==> src/rtl/mtr_pkg.sv <==
package mtr_pkg;

    localparam int ADDR_W     = 32;
    localparam int LOW_W      = 17;
    localparam int FIELD_W    = ADDR_W - LOW_W;
    localparam int SLOT_W     = 2 + 2 * FIELD_W;
    localparam int NUM_RANGES = 2;
    localparam int CFG_W      = NUM_RANGES * SLOT_W;

    typedef logic [FIELD_W-1:0] tag_t;

    // Packed MSB first: base at the top, uncacheable flag at bit 0.
    typedef struct packed {
        tag_t base;
        tag_t mask;
        logic wc;
        logic uc;
    } slot_t;

    typedef enum logic [1:0] {
        KIND_NONE = 2'd0,
        KIND_WC   = 2'd1,
        KIND_UC   = 2'd2
    } kind_t;

    typedef struct packed {
        logic uc;
        logic wc;
    } attr_t;

    function automatic logic slot_hit(slot_t s, tag_t tag);
        return (s.mask & s.base) == (s.mask & tag);
    endfunction

    function automatic kind_t slot_kind(slot_t s, tag_t tag);
        if (!slot_hit(s, tag)) return KIND_NONE;
        if (s.uc)              return KIND_UC;
        if (s.wc)              return KIND_WC;
        return KIND_NONE;
    endfunction

endpackage

==> src/rtl/mtr_cfg_reg.sv <==
module mtr_cfg_reg
    import mtr_pkg::*;
#(
    parameter int W = CFG_W
) (
    input  logic         clk,
    input  logic         rst,
    input  logic         we,
    input  logic [W-1:0] wdata,
    output logic [W-1:0] q
);

    always_ff @(posedge clk) begin
        if (rst)     q <= '0;
        else if (we) q <= wdata;
    end

    AST_CFG_LOAD: assert property (@(posedge clk) disable iff (rst)
        we |=> (q == $past(wdata)));
    AST_CFG_HOLD: assert property (@(posedge clk) disable iff (rst)
        !we |=> $stable(q));

endmodule

==> src/rtl/mtr_slot_match.sv <==
module mtr_slot_match
    import mtr_pkg::*;
(
    input  slot_t slot,
    input  tag_t  tag,
    output kind_t kind
);

    always_comb kind = slot_kind(slot, tag);

    always_comb begin
        if (slot.mask == '0)
            AST_ZERO_MASK_HIT: assert (slot_hit(slot, tag) || $isunknown(tag));
    end

endmodule

==> src/rtl/mtr_merge.sv <==
module mtr_merge
    import mtr_pkg::*;
#(
    parameter int N = NUM_RANGES
) (
    input  logic  clk,
    input  logic  rst,
    input  logic  in_valid,
    input  kind_t kinds [N],
    output logic  out_valid,
    output attr_t out_attr
);

    logic  any_uc;
    logic  any_wc;
    attr_t next_attr;

    always_comb begin
        any_uc = 1'b0;
        any_wc = 1'b0;
        for (int i = 0; i < N; i++) begin
            if (kinds[i] == KIND_UC) any_uc = 1'b1;
            if (kinds[i] == KIND_WC) any_wc = 1'b1;
        end
        next_attr.uc = any_uc | any_wc;
        next_attr.wc = any_wc & ~any_uc;
    end

    always_ff @(posedge clk) begin
        if (rst) begin
            out_valid <= 1'b0;
            out_attr  <= '0;
        end else begin
            out_valid <= in_valid;
            if (in_valid) out_attr <= next_attr;
        end
    end

    AST_WC_IMPLIES_UC: assert property (@(posedge clk) disable iff (rst)
        out_attr.wc |-> out_attr.uc);
    AST_UC_WINS: assert property (@(posedge clk) disable iff (rst)
        (in_valid && any_uc) |=> (out_attr.uc && !out_attr.wc));
    AST_VALID_RISE: assert property (@(posedge clk) disable iff (rst)
        in_valid |=> out_valid);
    AST_IDLE_HOLD: assert property (@(posedge clk) disable iff (rst)
        !in_valid |=> (!out_valid && $stable(out_attr)));

endmodule

==> src/rtl/mtr_range_matcher.sv <==
module mtr_range_matcher
    import mtr_pkg::*;
#(
    parameter int AW = ADDR_W,
    parameter int CW = CFG_W
) (
    input  logic          clk,
    input  logic          rst,
    input  logic          cfg_we,
    input  logic [CW-1:0] cfg_wdata,
    output logic [CW-1:0] cfg_rdata,
    input  logic          addr_valid,
    input  logic [AW-1:0] addr,
    output logic          res_valid,
    output logic          res_uc,
    output logic          res_wc
);

    logic [CW-1:0] cfg_q;
    tag_t          tag;
    kind_t         kinds [NUM_RANGES];
    attr_t         attr;

    assign tag = addr[AW-1 -: FIELD_W];

    mtr_cfg_reg #(.W(CW)) u_cfg (
        .clk   (clk),
        .rst   (rst),
        .we    (cfg_we),
        .wdata (cfg_wdata),
        .q     (cfg_q)
    );

    for (genvar g = 0; g < NUM_RANGES; g++) begin : g_slot
        mtr_slot_match u_match (
            .slot (slot_t'(cfg_q[g*SLOT_W +: SLOT_W])),
            .tag  (tag),
            .kind (kinds[g])
        );
    end

    mtr_merge #(.N(NUM_RANGES)) u_merge (
        .clk       (clk),
        .rst       (rst),
        .in_valid  (addr_valid),
        .kinds     (kinds),
        .out_valid (res_valid),
        .out_attr  (attr)
    );

    assign cfg_rdata = cfg_q;
    assign res_uc    = attr.uc;
    assign res_wc    = attr.wc;

    AST_SAME_TAG_SAME_RESULT: assert property (@(posedge clk) disable iff (rst)
        (addr_valid && $past(addr_valid) && tag == $past(tag) && !$past(cfg_we))
        |=> ($stable(res_uc) && $stable(res_wc)));

endmodule

==> config.mk <==
export PLATFORM = sky130hd
export DESIGN_NAME = mtr_range_matcher
export DESIGN_NICKNAME = d
export VERILOG_FILES = /design/src/rtl/mtr_pkg.sv /design/src/rtl/mtr_cfg_reg.sv /design/src/rtl/mtr_slot_match.sv /design/src/rtl/mtr_merge.sv /design/src/rtl/mtr_range_matcher.sv
export SDC_FILE = /design/constraint.sdc
export NUM_CORES = 1
export LEC_CHECK = 0
export BUFFER_PORTS_ARGS = -buffer_cell sky130_fd_sc_hd__buf_2
export CAP_MARGIN = 20
export CORE_MARGIN = 5
export CORE_UTILIZATION = 35
export DETAILED_ROUTE_END_ITERATION = 10
export PLACE_DENSITY = 0.79
export SYNTH_ARGS = -nofsm -noshare
export SYNTH_HDL_FRONTEND = slang
export SYNTH_SLANG_ARGS = --single-unit
==> constraint.sdc <==
create_clock -name clk -period 1.5 [get_ports clk]
set_input_delay 0.225 -clock clk [delete_from_list [all_inputs] [get_ports clk]]
set_output_delay 0.225 -clock clk [all_outputs]
set_load 0.02 [all_outputs]
# == Yosys cells after proc, flatten, opt, wreduce, memory -nomap -nowiden ==
# Cells that the tools add are included.
# word_totals
reg_bits,67
output_inout_bits,67
elab_cells,43
# classes
n_eq_ne,6
mux,26
n_bitwise,7
# op_table
cell,count
15-bit bitwise AND,4
15-bit == test,2
2-bit two-way mux,12
1-bit two-way mux,14
2-bit by 1-bit == test with 1-bit output (second input constant),2
2-bit == test (second input constant),2
1-bit bitwise AND,1
1-bit inverter,1
1-bit OR,1

# == Logic depth before layout (Yosys ltp) ==
# depth
word_depth,13
ltp_mapped,5
mapped_depth_nobuf,5

# == Modules after synthesis ==
# A second synthesis with hierarchy kept.
# unflattened
cells_unflattened,278
area_unflattened_um2,2862.7
# by_module_without_submodules
module,n_inst,cells_per_inst,area_per_inst_um2
mtr_cfg_reg,1,206,2290.9
mtr_slot_match,2,29,222.7
mtr_merge,1,14,126.4

# == Worst setup path after synthesis ==
# No wires, ideal clock.
# synth_timing
path_type,register to register
start,register u_cfg.q[53]
end,register u_merge.out_attr[0] (netlist name)
arrival_time_ns,1.458
t_required_ns,1.384
slack_ns,-0.074
path_stages_with_launch,6
period_less_slack_ns,1.574
cell_sequence,dfxtp_1 -> xor2_1 -> a22oi_1 -> nand4_1 -> or3_1 -> a41o_1
# synth_between
elab_chain_cells,7
# synth_lines
item,line_no,source
start: declaration,mtr_cfg_reg.sv:10,output logic [W-1:0] q
start signal: assignment,mtr_cfg_reg.sv:15,else if (we) q <= wdata;
15-bit bitwise AND *,mtr_pkg.sv:32,return (s.mask & s.base) == (s.mask & tag);
15-bit == test *,mtr_pkg.sv:32,
2-bit two-way mux *,mtr_pkg.sv:37,if (s.uc) return KIND_UC;
2-bit == test,mtr_merge.sv:22,if (kinds[i] == KIND_UC) any_uc = 1'b1;
1-bit two-way mux,mtr_merge.sv:22,
1-bit inverter,mtr_merge.sv:26,next_attr.wc = any_wc & ~any_uc;
1-bit bitwise AND *,mtr_merge.sv:26,
end signal: assignment,mtr_merge.sv:35,if (in_valid) out_attr <= next_attr;
end: declaration,mtr_merge.sv:11,output attr_t out_attr
# Every way passes the cells marked *; elsewhere a longest branch is shown, timed or not.
# A chain may end at the register's enable or synchronous reset.

# == Final worst setup path ==
# layout_timing
start,register u_cfg.q[50]
end,register u_merge.out_attr[0] (netlist name)
# Same word-level chain as after synthesis.

==> metrics <==
minimum clock period=roughly 1600 ps; final period utilization=105.5%; cell area after synthesis=about 2800 um2; worst-skew pair later-pin latency=about 330 ps; top flip-flop cell by instance count after synthesis=sky130_fd_sc_hd__dfxtp_1; Tot GR Track Use=~17%; main area contributors after synthesis=sky130_fd_sc_hd__dfxtp_1 (48%), sky130_fd_sc_hd__mux2i_1 (23%), sky130_fd_sc_hd__xor2_1 (9.4%); RSZ-0062 raised after global routing=yes; Synth area leader=sky130_fd_sc_hd__dfxtp_1; initial standard-cell utilization of the core=between 30 and 40%; worst-case clock buffer depth=2; CTS tree=done; pin count of the biggest net entering global routing=43; die outline area=about 9800 um2; detailed-router iteration count before antenna repair=4; largest fanout on the critical path=3; async set-reset flop share out of synthesis=0%; wire length per cell after detailed routing=between 15 and 20 um; footprint of the multi-input gates=1446 um2; overall die width=about 99 um; clock input transition at the sequential cells of the worst setup and hold paths=around 80 ps; number of warning messages in the yosys log=0; total number of placement rows=32; number of standard cells in the layout, taps in and fillers out=560; # clock sinks=67; chip height=roughly 99 um; Max H-tree Level=3; worst setup slack after layout=-82.00 ps; final weighted congestion in routability-driven placement=~0.77; worst voltage drop across the vdd grid=about 0.59 mV; ratio of cells with drive above 1 in the final layout=just under 50%; Commonest cells post-synth=sky130_fd_sc_hd__dfxtp_1 (67), sky130_fd_sc_hd__mux2i_1 (64), sky130_fd_sc_hd__nor2_1 (64); endpoint kind of the worst setup timing path=flop; DRC errors left=0; Synth top area share=about half; Fillers=731; post-synthesis sequential area ratio=between 40% and 50%; logic depth of the worst register-to-register path=5; number of buffers added by the clock tree synthesis step=9; classification of the worst-slack hold path=in -> reg; Layout Skew=approximately 12 ps; gate count of the mapped netlist=275; sequential cell area=1359 um2; Yosys cell types=24; post-synth net total=between 300 and 400; cell at the root of the clock tree=sky130_fd_sc_hd__clkbuf_8; number of top-level pins=between 150 and 200; crit path kind=reg -> reg; worst slew margin relative to its limit=between 70% and 80%; vias in the first global route=around 2800; Maximum Capacitance Violations=0; number of flops mapped to enable cells by yosys=0; Pins Over Slew Limit=0; register bit count reported by yosys=67; port bufs=149; overall via count from detail_route=around 2600; most common cell in the synthesized netlist=sky130_fd_sc_hd__dfxtp_1; timing-limited maximum frequency=between 0.6 and 0.7 GHz; aggregate global routing overflow=0; worst endpoint required time=approximately 1700 ps; overall power consumption=about 0.0043 W; hpwl dp=about 7000 um; number of antenna violations at the first check in global routing=0; hold-critical path depth=3; Final nets=approximately 550; WP data arrival=1810 ps; leakage=about 2.2 nW; violations in the final reports=negative setup slack; Antenna Nets Post-Route=0; first-pass GRT wire length=~13000 um; count of inserted antenna diode cells=0; area overhead of the layout relative to synthesis=48.65%; per-instance average area after synthesis=approximately 10 um2; TNS Setup=-88.33 ps; final number of setup-violating endpoints=2; area of the core region=7727 um2; slew at the pin closest to its max-slew limit=362.5 ps; Hold Vio Cnt, Final=0; wire length reported by the detailed router=around 8500 um; number of DRC markers in iteration 0=59; via-per-instance ratio=4.627; areal power density over the cells=around 1000 nW/um2; critical path startpoint category=flop; run status=finished, violations left; Placed Instances=about 540
[per-stage QoR]
stage          instance area (um2)  worst slack [ps]  hold WS [ps]  util (%)
2_1_floorplan                 2805             7.356         353.2         -
3_3_place_gp                  3870            -212.1         455.6     50.08
3_5_place_dp                  3870            -181.0         465.1     50.08
4_1_cts                       4086            -129.3         104.4     52.88
5_1_grt                       4144            -152.7         114.4     53.63
6_report                      4144            -82.00         119.0     53.63
[cell usage in the layout (no fill, tap or decap), drive strengths merged, types with 2 or more instances in the layout]
master	synthesis	routed
nor2	64	64
nand4	3	3
xor2	30	30
nand3	2	2
clkbuf	5	11
dfxtp	67	67
mux2i	64	64
buf	9	181
nand2	4	4
a22oi	14	14
clkinv	0	3
[worst paths after layout]
kind | end | slack, ps | start
min reg2reg | u_cfg.q[61] | 520 | u_cfg.q[61]
min | u_cfg.q[62] | 120 | cfg_wdata[62]
max | u_merge.out_attr[0] | -80 | u_cfg.q[50]
max reg2reg | u_merge.out_attr[0] | -80 | u_cfg.q[50]
[cell type report]
cell class	instances	share of cell area (%)
clock buffer	11	3.412
timing repair buffer	181	24.46
multi-input combinational	193	34.90
sequential	67	32.79
tap	102	3.080
clock inverter	5	1.268
inverter	1	0.09058
[where the power goes]
group | switching, W | total, W | internal (W)
clock | 0.000668 | 0.00147 | 0.000805
sequential | 0.0000905 | 0.00198 | 0.00189
combinational | 0.000456 | 0.000846 | 0.000390
total | 0.00121 | 0.00430 | 0.00309
[layer usage]
layer  GRT usage [%]  part of all wire (%)  vias up
li1                -                     -     1297
met1           21.07                    42     1177
met2           29.08                    49      105
met3           4.698                   7.5       12
met4           6.197                   1.6        0
met5               0                     0        -
[critical path, stage by stage, from the launching register on]
cell and delay (ps):
sky130_fd_sc_hd__dfxtp_2 330, sky130_fd_sc_hd__xor2_1 170, sky130_fd_sc_hd__a22oi_2 170, sky130_fd_sc_hd__nand4_1 210, sky130_fd_sc_hd__or3_4 380, sky130_fd_sc_hd__a41o_1 210
[flip-flops by register name (all words and copies together), names as in the netlist]
signal	flops
u_merge.out_attr	2
u_merge.out_valid	1
u_cfg.q	64
[timing repair]
action	CTS	global route
hold buffers	0	0
setup endpoints to repair	2	2
gates resized for setup	2	9
hold endpoints to repair	0	0
gates cloned	0	0
setup buffers	1	1
pin swaps	8	12
[logic make-up after synthesis]
logic type	synth area share (%)
buffers and inverters	2.334
AOI/OAI and AO/OA	5.700
xor gates and xnor gates	9.425
muxes	22.98
and+or+nand+nor	11.45
DFF	48.12
(Power assumes the default switching activity.)
